--- config.mk ---
export PLATFORM = sky130hd
export DESIGN_NAME = cpat_mbist
export DESIGN_NICKNAME = d
export VERILOG_FILES = /design/src/rtl/cpat_mbist_pkg.sv /design/src/rtl/cpat_addr_gen.sv /design/src/rtl/cpat_pattern.sv /design/src/rtl/cpat_resp.sv /design/src/rtl/cpat_mbist.sv
export SDC_FILE = /design/constraint.sdc
export NUM_CORES = 1
export LEC_CHECK = 0
export ABC_AREA = 0
export CORE_ASPECT_RATIO = 1.75
export CORE_MARGIN = 2
export CORE_UTILIZATION = 46
export DETAILED_ROUTE_END_ITERATION = 7
export GPL_ROUTABILITY_DRIVEN = 1
export PLACE_DENSITY_LB_ADDON = 0.1
export SYNTH_ARGS = -nofsm -noshare
export SYNTH_HDL_FRONTEND = slang
export SYNTH_HIERARCHICAL = 1
export SYNTH_SLANG_ARGS = --single-unit
--- constraint.sdc ---
create_clock -name clk -period 4.4 [get_ports clk]
set_input_delay 0.44 -clock clk [delete_from_list [all_inputs] [get_ports clk]]
set_output_delay 0.44 -clock clk [all_outputs]
set_load 0.05 [all_outputs]
--- src/rtl/cpat_mbist_pkg.sv ---
package cpat_mbist_pkg;

    typedef enum logic [2:0] {
        ST_IDLE  = 3'd0,
        ST_WRITE = 3'd1,
        ST_READ  = 3'd2,
        ST_DRAIN = 3'd3,
        ST_DONE  = 3'd4
    } bist_state_e;

    localparam int unsigned PHASE_W    = 2;
    localparam int unsigned NUM_PHASES = 1 << PHASE_W;

endpackage

--- src/rtl/cpat_addr_gen.sv ---
module cpat_addr_gen #(
    parameter int unsigned AW = 6
) (
    input  logic          clk,
    input  logic          rst_n,
    input  logic          load,
    input  logic          load_down,
    input  logic          step,
    input  logic          down,
    output logic [AW-1:0] addr,
    output logic          last
);
    localparam logic [AW-1:0] ADDR_MAX = '1;
    localparam logic [AW-1:0] ADDR_MIN = '0;

    logic [AW-1:0] addr_q;

    always_ff @(posedge clk or negedge rst_n) begin
        if (!rst_n) begin
            addr_q <= ADDR_MIN;
        end else if (load) begin
            addr_q <= load_down ? ADDR_MAX : ADDR_MIN;
        end else if (step) begin
            addr_q <= down ? addr_q - 1'b1 : addr_q + 1'b1;
        end
    end

    assign addr = addr_q;
    assign last = down ? (addr_q == ADDR_MIN) : (addr_q == ADDR_MAX);

    AST_STEP_UP: assert property (@(posedge clk) disable iff (!rst_n)
        (step && !load && !down && !last) |=> (addr_q == $past(addr_q) + 1'b1));
    AST_STEP_DOWN: assert property (@(posedge clk) disable iff (!rst_n)
        (step && !load && down && !last) |=> (addr_q == $past(addr_q) - 1'b1));

endmodule

--- src/rtl/cpat_pattern.sv ---
module cpat_pattern #(
    parameter int unsigned    AW   = 6,
    parameter int unsigned    DW   = 32,
    parameter logic [DW-1:0]  SEED = 32'h5A3C_96E1,
    parameter logic [DW-1:0]  MIX  = 32'h9E37_79B1
) (
    input  logic [AW-1:0] addr,
    input  logic          invert,
    output logic [DW-1:0] word
);
    logic [DW-1:0] base;

    always_comb begin
        base = SEED ^ (DW'(addr) * MIX);
        word = invert ? ~base : base;
    end

endmodule

--- src/rtl/cpat_resp.sv ---
module cpat_resp #(
    parameter int unsigned AW = 6,
    parameter int unsigned DW = 32
) (
    input  logic          clk,
    input  logic          rst_n,
    input  logic          clr,
    input  logic          issue,
    input  logic [AW-1:0] issue_addr,
    input  logic [DW-1:0] exp_word,
    input  logic [DW-1:0] rdata,
    output logic          fail,
    output logic [AW-1:0] fail_addr
);
    logic          pend_q;
    logic [AW-1:0] addr_q;
    logic [DW-1:0] exp_q;
    logic          fail_q;
    logic [AW-1:0] faddr_q;
    logic          mism;

    // a read issued last cycle returns its data now
    assign mism = pend_q && (rdata != exp_q);

    always_ff @(posedge clk or negedge rst_n) begin
        if (!rst_n) begin
            pend_q <= 1'b0;
            addr_q <= '0;
            exp_q  <= '0;
        end else begin
            pend_q <= issue;
            addr_q <= issue_addr;
            exp_q  <= exp_word;
        end
    end

    always_ff @(posedge clk or negedge rst_n) begin
        if (!rst_n) begin
            fail_q  <= 1'b0;
            faddr_q <= '0;
        end else if (clr) begin
            fail_q  <= 1'b0;
            faddr_q <= '0;
        end else if (mism && !fail_q) begin
            fail_q  <= 1'b1;
            faddr_q <= addr_q;
        end
    end

    assign fail      = fail_q;
    assign fail_addr = faddr_q;

    AST_FAIL_STICKY: assert property (@(posedge clk) disable iff (!rst_n)
        (fail_q && !clr) |=> fail_q);
    AST_FAIL_CLEARED: assert property (@(posedge clk) disable iff (!rst_n)
        clr |=> !fail_q);
    AST_FADDR_HELD: assert property (@(posedge clk) disable iff (!rst_n)
        (fail_q && !clr) |=> $stable(faddr_q));

endmodule

--- src/rtl/cpat_mbist.sv ---
module cpat_mbist
    import cpat_mbist_pkg::*;
#(
    parameter int unsigned    AW   = 6,
    parameter int unsigned    DW   = 32,
    parameter logic [DW-1:0]  SEED = 32'h5A3C_96E1,
    parameter logic [DW-1:0]  MIX  = 32'h9E37_79B1
) (
    input  logic          clk,
    input  logic          rst_n,
    input  logic          test_en,
    input  logic [AW-1:0] fn_addr,
    input  logic [DW-1:0] fn_wdata,
    input  logic          fn_we,
    output logic [DW-1:0] fn_rdata,
    output logic [AW-1:0] mem_addr,
    output logic [DW-1:0] mem_wdata,
    output logic          mem_we,
    input  logic [DW-1:0] mem_rdata,
    output logic          done,
    output logic          fail,
    output logic [AW-1:0] fail_addr
);
    localparam logic [PHASE_W-1:0] LAST_PHASE = PHASE_W'(NUM_PHASES - 1);

    bist_state_e        state_q, state_d;
    logic [PHASE_W-1:0] phase_q, phase_d, phase_nxt;

    logic          ag_load, ag_load_down, ag_step, ag_last;
    logic [AW-1:0] ag_addr;
    logic [DW-1:0] pat_word;
    logic          bist_we, rd_issue, clr;

    assign phase_nxt = phase_q + 1'b1;

    // state register
    always_ff @(posedge clk or negedge rst_n) begin
        if (!rst_n) begin
            state_q <= ST_IDLE;
            phase_q <= '0;
        end else begin
            state_q <= state_d;
            phase_q <= phase_d;
        end
    end

    // transitions
    always_comb begin
        state_d = state_q;
        phase_d = phase_q;
        unique case (state_q)
            ST_IDLE: begin
                if (test_en) begin
                    state_d = ST_WRITE;
                    phase_d = '0;
                end
            end
            ST_WRITE: if (ag_last) state_d = ST_READ;
            ST_READ:  if (ag_last) state_d = ST_DRAIN;
            ST_DRAIN: begin
                if (phase_q == LAST_PHASE) begin
                    state_d = ST_DONE;
                end else begin
                    state_d = ST_WRITE;
                    phase_d = phase_nxt;
                end
            end
            ST_DONE: state_d = ST_DONE;
            default: state_d = ST_IDLE;
        endcase
        if (!test_en) state_d = ST_IDLE;
    end

    // per-state actions
    always_comb begin
        ag_load      = 1'b0;
        ag_load_down = 1'b0;
        ag_step      = 1'b0;
        bist_we      = 1'b0;
        rd_issue     = 1'b0;
        clr          = 1'b0;
        if (test_en) begin
            unique case (state_q)
                ST_IDLE: begin
                    ag_load = 1'b1;
                    clr     = 1'b1;
                end
                ST_WRITE: begin
                    bist_we = 1'b1;
                    if (ag_last) begin
                        ag_load      = 1'b1;
                        ag_load_down = phase_q[PHASE_W-1];
                    end else begin
                        ag_step = 1'b1;
                    end
                end
                ST_READ: begin
                    rd_issue = 1'b1;
                    ag_step  = !ag_last;
                end
                ST_DRAIN: begin
                    if (phase_q != LAST_PHASE) begin
                        ag_load      = 1'b1;
                        ag_load_down = phase_nxt[PHASE_W-1];
                    end
                end
                ST_DONE: ;
                default: ;
            endcase
        end
    end

    cpat_addr_gen #(.AW(AW)) u_addr (
        .clk       (clk),
        .rst_n     (rst_n),
        .load      (ag_load),
        .load_down (ag_load_down),
        .step      (ag_step),
        .down      (phase_q[PHASE_W-1]),
        .addr      (ag_addr),
        .last      (ag_last)
    );

    cpat_pattern #(.AW(AW), .DW(DW), .SEED(SEED), .MIX(MIX)) u_pat (
        .addr   (ag_addr),
        .invert (phase_q[0]),
        .word   (pat_word)
    );

    cpat_resp #(.AW(AW), .DW(DW)) u_resp (
        .clk        (clk),
        .rst_n      (rst_n),
        .clr        (clr),
        .issue      (rd_issue),
        .issue_addr (ag_addr),
        .exp_word   (pat_word),
        .rdata      (mem_rdata),
        .fail       (fail),
        .fail_addr  (fail_addr)
    );

    assign mem_addr  = test_en ? ag_addr  : fn_addr;
    assign mem_wdata = test_en ? pat_word : fn_wdata;
    assign mem_we    = test_en ? bist_we  : fn_we;
    assign fn_rdata  = mem_rdata;
    assign done      = (state_q == ST_DONE);

    AST_WRITE_ONLY_IN_SWEEP: assert property (@(posedge clk) disable iff (!rst_n)
        (test_en && state_q != ST_WRITE) |-> !mem_we);
    AST_DONE_HOLD: assert property (@(posedge clk) disable iff (!rst_n)
        (done && test_en) |=> done);
    AST_ABORT_CLEARS_DONE: assert property (@(posedge clk) disable iff (!rst_n)
        !test_en |=> !done);
    AST_START_AT_ZERO: assert property (@(posedge clk) disable iff (!rst_n)
        (state_q == ST_IDLE && test_en) |=> (mem_addr == '0 && mem_we));

endmodule

* Yosys cells after proc, flatten, opt, wreduce, memory -nomap -nowiden
Index checks and enable logic that the tools add are counted.
** Storage, ports and cells
- Flip-flop bits (word level) :: 57
- Input port bits :: 74
- Output and inout bits :: 79
- Word-level logic and storage cells :: 74
** Cells by class
- Add/sub/neg operators :: 3
- Multiply operators :: 1
- Equal/unequal tests :: 12
- Muxes and demuxes :: 37
- Bitwise operators :: 2
- Reductions and logical operators :: 11
** Operator list (number)
- two-way mux 32 bit :: 2
- two-way mux 6 bit :: 7
- multiplier 6 x 32 -> 32 bit, second input constant :: 1
- != test 32 bit :: 1
- NOT 32 bit :: 1
- two-way mux 1 bit :: 17
- NOT 16 bit :: 1
- case mux 3 bit (5 select lines) :: 1
- two-way mux 3 bit :: 4
- adder 6 x 1 -> 6 bit, second input constant :: 1
- == test 3 x 2 -> 1 bit, second input constant :: 2
- == test 6 bit, second input constant :: 1
- logical NOT 6 bit :: 1
- != test 2 bit, second input constant :: 3
- != test 3 bit, second input constant :: 2
- nonzero test 2 bit :: 3
- subtractor 6 x 1 -> 6 bit, second input constant :: 1
- two-way mux 2 bit :: 2
- case mux 1 bit (2 select lines) :: 2
- case mux 2 bit (2 select lines) :: 1
- == test 3 x 1 -> 1 bit, second input constant :: 1
- == test 3 bit, second input constant :: 1
- logical NOT 3 bit :: 1
- case mux 1 bit (3 select lines) :: 1
- other kinds (6) :: 8

* Longest topological paths before layout
Gate-level depths: netlist (run 1).
- Depth after elaboration :: 7
- Depth in mapped cells :: 15
- Depth with buffers taken out :: 15

* Modules after synthesis
The synthesis (run 1) kept the hierarchy.
** By module, submodules not included
- cpat_pattern :: instances 1, cells each 345, area an instance 2827.7 µm², sequential area each 0.0 µm²
- cpat_resp :: instances 1, cells each 111, area an instance 1677.9 µm², sequential area each 1151.1 µm²
- cpat_mbist :: instances 1, cells each 114, area an instance 1059.8 µm², sequential area each 125.1 µm²
- cpat_addr_gen :: instances 1, cells each 55, area an instance 491.7 µm², sequential area each 150.1 µm²

* Worst setup path after synthesis (run 1)
Ideal clock, no wire load.
- Path type :: register to output
- From :: register u_addr.addr_q[3] (netlist: u_addr/addr[3])
- To :: output mem_wdata[28]
- Arrival time :: 4270 ps
- Data required time :: 3960 ps
- Slack :: -310 ps
- Cell stages (with the launch flop) :: 15
- Path buffers :: 0
- Cell sequence :: dfrtp_1 inv_1 fa_1 inv_1 fa_1 inv_1 fa_1 inv_1 ha_1 a21o_1 o311ai_1 a21oi_2 or3_1 o311a_1 mux2_2
** Between the ends
- Cells in the longest elaborated chain, start to end :: 5
** RTL lines
- start: declaration :: line cpat_addr_gen.sv:16 : logic [AW-1:0] addr_q;
- start signal: assignment :: line cpat_addr_gen.sv:22 : addr_q <= load_down ? ADDR_MAX : ADDR_MIN;
- start signal: assignment :: line cpat_addr_gen.sv:24 : addr_q <= down ? addr_q - 1'b1 : addr_q + 1'b1;
- multiplier 6 x 32 -> 32 bit * :: line cpat_pattern.sv:14 : base = SEED ^ (DW'(addr) * MIX);
- NOT 16 bit (no source line) *
- NOT 32 bit :: line cpat_pattern.sv:15 : word = invert ? ~base : base;
- two-way mux 32 bit * :: line cpat_pattern.sv:15
- named net pat_word[28] :: line cpat_mbist.sv:31 : logic [DW-1:0] pat_word;
- two-way mux 32 bit * :: line cpat_mbist.sv:143 : assign mem_wdata = test_en ? pat_word : fn_wdata;
- end: declaration :: line cpat_mbist.sv:17 : output logic [DW-1:0] mem_wdata,
The timed path passes the listed nets; every way through them passes the cells marked *.

* Worst setup path after layout (run 1)
- From :: register u_addr.addr_q[2] (netlist: u_addr/addr[2])
- To :: output mem_wdata[21]
Same word-level chain as after synthesis.

==> results of run 1 <==
-- through the flow --
| step | hold WS (ns) | setup slack, ns | area (sq um) | setup TNS [ns] | std cells |
|---|---|---|---|---|---|
| after floorplan | 0.144 | 0.0115 | 6090 | 0 | 625 |
| after global placement | 0.506 | -0.124 | 8430 | -0.795 | 997 |
| after detailed placement | 0.513 | -0.215 | 8430 | -1.28 | 997 |
| after CTS | 0.288 | -0.351 | 9280 | -3.45 | 1025 |
| after global routing | 0.319 | -0.493 | 9800 | -5.56 | 1038 |
| final | 0.239 | -0.343 | 9800 | -3.56 | 1038 |
-- layer usage --
metal  up-vias  global-route usage [%]
li1       2584                       -
met1      2703                    28.6
met2       209                    53.8
met3        47                    4.78
met4         0                    13.3
met5         -                       0
-- cell usage after synthesis, drive strengths merged, types with 3 or more instances --
cell,count
mux2i,6
inv,68
nor2,26
nand2,28
nand3b,3
a21o,7
xor2,17
and3,4
a211o,3
nor3,5
o21ai,19
nand4,14
o21bai,4
nor4,3
nand3,4
dfrtp,57
o211ai,6
o21a,6
a211oi,5
xnor2,73
buf,44
a21oi,40
fa,34
ha,55
nor2b,5
nand2b,18
mux2,40
-- registers in the layout, summed over array words and instances, names as in the netlist --
register / flops
u_resp/fail: 1
u_resp/pend_q: 1
u_addr/addr: 6
u_resp/exp_q: 32
phase_q: 2
u_resp/addr_q: 6
state_q: 3
u_resp/fail_addr: 6
-- layout by cell type (no fill, tap or decap), types with 16 or more instances in the layout --
master           synthesis  final
a21oi_1                 38     22
mux2_2                  38     25
buf_4                   33    108
dfrtp_1                 57     52
ha_1                    55     31
nand2_1                 27     19
clkdlybuf4s50_1          0    125
inv_1                   68     53
nor2_1                  25     18
xor2_1                  17     16
ha_4                     0     19
nand2b_1                18     17
xnor2_1                 73     60
buf_12                   0     22
fa_1                    34     30
-- final cells by class --
cell class,count,area (sq um)
Clock buffer,9,225
Clock inverter,7,103
Fill cell,907,3070
Inverter,68,258
Multi-Input combinational cell,454,4880
Sequential cell,57,1430
Tap cell,171,214
Timing Repair Buffer,272,2690
-- critical path, cell delays in order, from the launching register on --
cell and delay, ns:
dfrtp_2 0.45, fa_2 0.64, inv_2 0.06, fa_2 0.44, fa_1 0.52, inv_2 0.05
ha_4 0.28, nand2_4 0.06, nor2_4 0.13, o2111ai_4 0.16, buf_6 0.16, o211a_4 0.27
buf_4 0.15, xnor2_2 0.15, mux2_4 0.29, buf_12 0.15
-- kinds of logic after synthesis --
| family | count (synthesis) | share of synthesized area [%] |
|---|---|---|
| buffers and inverters | 114 | 9.44 |
| DFF | 57 | 23.5 |
| muxes | 46 | 8.55 |
| AOI/OAI and AO/OA | 108 | 12.1 |
| xor gates and xnor gates | 90 | 13.0 |
| adders and majority gates | 89 | 22.6 |
| and+or+nand+nor | 121 | 10.8 |
-- final timing paths --
path | start | end | slack [ns]
max | u_addr/addr[2] | mem_wdata[21] | -0.34
min | rst_n | u_resp/exp_q[28] | 0.24
max reg2reg | u_addr/addr[2] | u_resp/exp_q[27] | 0.52
min reg2reg | u_resp/addr_q[5] | u_resp/fail_addr[5] | 0.52
max in group asynchronous | rst_n | u_addr/addr[4] | 3.61
min in group clk | u_resp/addr_q[5] | u_resp/fail_addr[5] | 0.52
-- what timing repair did --
item                       4_1_cts  5_1_grt
setup endpoints to repair       20       20
setup buffers                   12       13
pin swaps                       37       44
gates resized for setup         87       90
==> reports/metrics.cfg, run 1 <==
[place]
dp_hpwl_um = 15600
gp_congestion = 0.940
portBuffers = 152

[grt]
grt_pass1_wl_um = 30500
antenna_found_initial = 0
grt_pass1_vias = 5787
overflow = 0
groute.usage.overall_pct = 27.9
grt_max_degree = 58

[floorplanning]
die_w_um = 90.7
start_util_pct = 47.1
fp-row-count = 55
ios = 153
fp.coreArea_sq_um = 12900
die-area_sq_um = 14100
die_h_um = 156

[synthesis]
synth.top_cell.area_share_pct = 23.5
synth_fp_nets = 788
synth_area_leaders = dfrtp_1, ha_1, fa_1
synth_ff_type = dfrtp_1
yosys_warnings = 6
syn_inst = 625
synth-edff-count = 0
synth.distinct_cells = 64
synth.avg_cell_area_sq_um = 9.69
synth-seq-cells = 57
synth_top_area_cell = dfrtp_1
yosysSeqAreaShare_pct = 23.5
synthArstFlopShare_pct = 100
netlist_area_sq_um = 6060

[critical_path]
crit_path_start_kind = register
reg2reg_depth = 15
crit_arrival_ns = 4.30
required_ns = 3.96
cp_max_fo = 4
crit_type = reg2out
cp-end-kind = output port

[sta]
postLayoutSetupSlackWorst_ns = -0.343
finalCritPeriodShare_pct = 108
final-hold-violation-count = 0
max_slew_margin_pct = 21.1
setup_viol_count_final = 16
rsz0062_at_grt = yes
worst_slew_pin_slew_ns = 1.18
min_period_ns = 4.74
final_max_slew_viol_count = 0
max_freq_mhz = 211
fin_skew_ns = 0.00947

[outcome]
status = complete, but fails checks
violations = setup timing

[detailed_routing]
wl_met2_um = 11400
vias = 5543
wl_met3_um = 907
drt_wl_total_um = 20500
first_iter_violations = 207
dr.pass1.iters = 4
route.detailed.drc = 0
drtAntennaViolNets = 0
wl_per_cell_um = 19.7
wl_met1_um = 7150
maxUsedRoutingLayer = met4
viasPerCell = 5.34

[cells_and_area]
areaGrowthSynthToFinish_pct = 61.7
nNetsFinal = 1025
diodes = 0
drive_gt1_share_pct = 39.0
fin_util_pct = 76.1

[worst_hold_path]
holdCritPathClass = in2async

[cts]
cts.sinks = 57
htree_levels = 3
postCtsHoldBufs = 0
clk_latency_ns = 0.33
cts_tree = yes
cts-root-buf = clkbuf_16
cts_made_buffers = 9
path_clk_slew_ns = 0.06
clockBufferDepth = 2

[run]
maxCapViolations = 0

Power of run 1 is not shown: default switching activity piles up to over one toggle a cycle in this logic, so the estimate is an artifact.
==> inputs of run 2 (changes only) <==
ABC_AREA = 1   (was 0)
CORE_UTILIZATION = 47   (was 46)
==> reports/metrics.cfg, run 2 <==
[place]
gp_congestion = 0.917  ; -2.4%
dp_hpwl_um = 16600  ; +6.3%
dp_slack_ns = 0.0786  ; +0.293 ns
placed_cell_area_sq_um = 8610  ; +2.2%
portBuffers = 152  ; unchanged

[outcome]
violations = setup timing
status = complete, but fails checks

[synthesis]
synthMostInstantiatedCell = nand2_1
synth_common_cells = nand2_1, inv_1, dfrtp_1
synth.top_cell.area_share_pct = 20.9  ; -2.7 points
synth-edff-count = 0  ; unchanged
synth_top_area_cell = dfrtp_1
synth.distinct_cells = 35  ; -45%
synth_area_leaders = dfrtp_1, nand2_1, inv_1
synth-seq-cells = 57  ; unchanged
synth_ff_type = dfrtp_1
synth.avg_cell_area_sq_um = 6.85  ; -29%
yosysSeqAreaShare_pct = 20.9  ; -2.7 points
syn_inst = 999  ; +60%
netlist_area_sq_um = 6840  ; +13%
synthArstFlopShare_pct = 100  ; unchanged
synth_fp_nets = 1162  ; +47%
yosys_warnings = 6  ; unchanged

[grt]
grt_max_degree = 43  ; -26%
overflow = 0  ; unchanged
antenna_found_initial = 0  ; unchanged
grt_pass1_wl_um = 31100  ; +2.0%
grt_pass1_vias = 6373  ; +10%
groute.usage.overall_pct = 26.2  ; -1.7 points

[critical_path]
r2r_end = u_resp/exp_q[18]
reg2reg_slack_ns = 0.73  ; +0.21 ns
crit_arrival_ns = 3.97  ; -0.33 ns
crit_path_start_kind = register
path_delay_family = adder cells
required_ns = 3.96  ; about the same
cpMostUsedCell = nand2_2
critical_path.cell_chain = inv_2 > fa_2 > buf_6 > fa_1 > fa_1 > inv_2 > ha_4 > nand2_4 > nor2_4 > nand2_2 > nor2_2 > nand2_1 > nand3_1 > nand2_1 > nand2_2 > inv_2 > nand2_2 > nand2_2 > buf_12
cp-end-kind = output port
reg2reg_depth = 15  ; unchanged
cp_num_cells = 19  ; +4
cp_max_fo = 4  ; unchanged
reg2reg_from = u_addr/addr[5]
crit_type = reg2out
crit_start = u_addr/addr[5]
slowest_stage = fa_2
crit_end = mem_wdata[26]
max_stage_delay_ns = 0.62  ; -0.02 ns
path_buf_inv = 5  ; unchanged

[detailed_routing]
drtAntennaViolNets = 0  ; unchanged
route.detailed.drc = 0  ; unchanged
dr.pass1.iters = 5  ; +1
wl_per_cell_um = 15.3  ; -22%
first_iter_violations = 262  ; +27%
vias = 6572  ; +19%
drt_wl_total_um = 20500  ; +0.17%
viasPerCell = 4.90  ; -8.2%

[sta]
max_slew_margin_pct = 63.9  ; +43 points
final_max_slew_viol_count = 0  ; unchanged
min_period_ns = 4.41  ; -0.335 ns
setup_viol_count_final = 2  ; -14
final-hold-violation-count = 0  ; unchanged
worst_slew_pin_slew_ns = 0.542  ; -0.634 ns
fin_skew_ns = 0.0142  ; +0.00471 ns
max_freq_mhz = 227  ; +7.6%
finalCritPeriodShare_pct = 100  ; -7.6 points
postLayoutSetupSlackWorst_ns = -0.00758  ; +0.335 ns
rsz0062_at_grt = yes

[floorplanning]
fp-row-count = 58  ; +5.5%
die-area_sq_um = 15600  ; +10%
fp.coreArea_sq_um = 14300  ; +11%
die_w_um = 95.2  ; +4.9%
die_h_um = 164  ; +5.0%
start_util_pct = 47.8  ; +0.78 points
ios = 153  ; unchanged

[cells_and_area]
fin_util_pct = 68.4  ; -7.7 points
drive_gt1_share_pct = 24.5  ; -15 points
diodes = 0  ; unchanged
regArea_sq_um = 1430  ; -0.35%
nNetsFinal = 1319  ; +29%
mostFrequentLayoutCell = nand2_1
areaGrowthSynthToFinish_pct = 42.9
final_cell_mix = nand2_1, inv_1, clkdlybuf4s50_1, nand2_2, dfrtp_1
stdcell_area_sq_um = 9780  ; -0.18%
largest_register = u_resp/exp_q
multiInputGateArea_sq_um = 5010  ; +2.7%
largest_reg_flops = 32  ; unchanged
fill_cells = 1230  ; +36%

[power]
p_per_area_nw_per_um2 = 623
ir_drop_v = 0.000358
p_leak_nw = 5.11
power_mw = 6.09

[cts]
postCtsHoldBufs = 0  ; unchanged
cts-root-buf = clkbuf_16
path_clk_slew_ns = 0.06  ; about the same
clockBufferDepth = 2  ; unchanged
cts.sinks = 57  ; unchanged
cts_made_buffers = 9  ; unchanged
clk_latency_ns = 0.33  ; about the same
cts_tree = yes
htree_levels = 3  ; unchanged

[worst_hold_path]
holdCritPathClass = in2async

[run]
maxCapViolations = 0  ; unchanged

==> run 2: cell types whose count changed in the layout (fill, tap and decap cells not counted), moves of 16 or more <==
cell	previous run	this run
nand2_2	5	72
buf_4	108	39
nand3_1	2	23
inv_2	14	30
nand2b_1	17	0
mux2_2	25	0
nor2_1	18	39
inv_1	53	162
nand2_1	19	289
xnor2_1	60	43
==> run 2: what timing repair did <==
| action | 4_1_cts | 5_1_grt |
|---|---|---|
| gates resized for setup | 58 | 123 |
| endpoints found under the setup margin | 17 | 19 |
| setup buffers | 4 | 18 |
| pin swaps | 14 | 76 |
==> run 2: worst min-delay path by stage <==
| stage | endpoint | cells after the start | startpoint |
|---|---|---|---|
| floorplan | phase_q[0] | 0 | rst_n |
| global placement | u_resp/exp_q[24] | 1 | rst_n |
| detailed placement | u_resp/exp_q[22] | 1 | rst_n |
| CTS | u_resp/exp_q[22] | 1 | rst_n |
| global route | u_resp/exp_q[24] | 1 | rst_n |
| finish | u_resp/exp_q[24] | 1 | rst_n |
==> run 2: cell type report <==
class,instances,area share [%]
Clock inverter,7,1.05
Inverter,194,7.50
Tap cell,180,2.30
Sequential cell,57,14.6
Timing Repair Buffer,192,21.0
Multi-Input combinational cell,702,51.2
Clock buffer,9,2.30
==> run 2: cells by family after synthesis <==
logic type	count (synthesis)	synth area share, %
fa+ha+maj	89	20.0
simple gates	500	31.4
flops	57	20.9
buf+inv	240	15.4
xor+xnor	71	9.09
compound gates	42	3.29
==> run 2: metal layers <==
layer / vias to the layer above / track usage [%] / part of all wire (%)
met4: 0 / 15.4 / 5.4
met3: 67 / 3.74 / 4.5
met1: 3037 / 28.4 / 37
li1: 3279 / - / -
met5: - / 0 / 0
met2: 189 / 47.0 / 53
==> run 2: report_power, final <==
| part | switching (mW) | internal, mW |
|---|---|---|
| combinational | 2.65 | 1.90 |
| sequential | 0.0769 | 0.689 |
| clock | 0.270 | 0.500 |
==> run 2: per-stage QoR <==
stage	std cells	hold WS [ns]	setup TNS, ns
2_1_floorplan	999	0.144	0
3_3_place_gp	1303	0.454	0
3_5_place_dp	1303	0.462	0
4_1_cts	1323	0.0960	-0.0176
5_1_grt	1341	0.136	-1.73
6_report	1341	0.0886	-0.0107
Note: power is estimated with default switching activity, not from simulation.
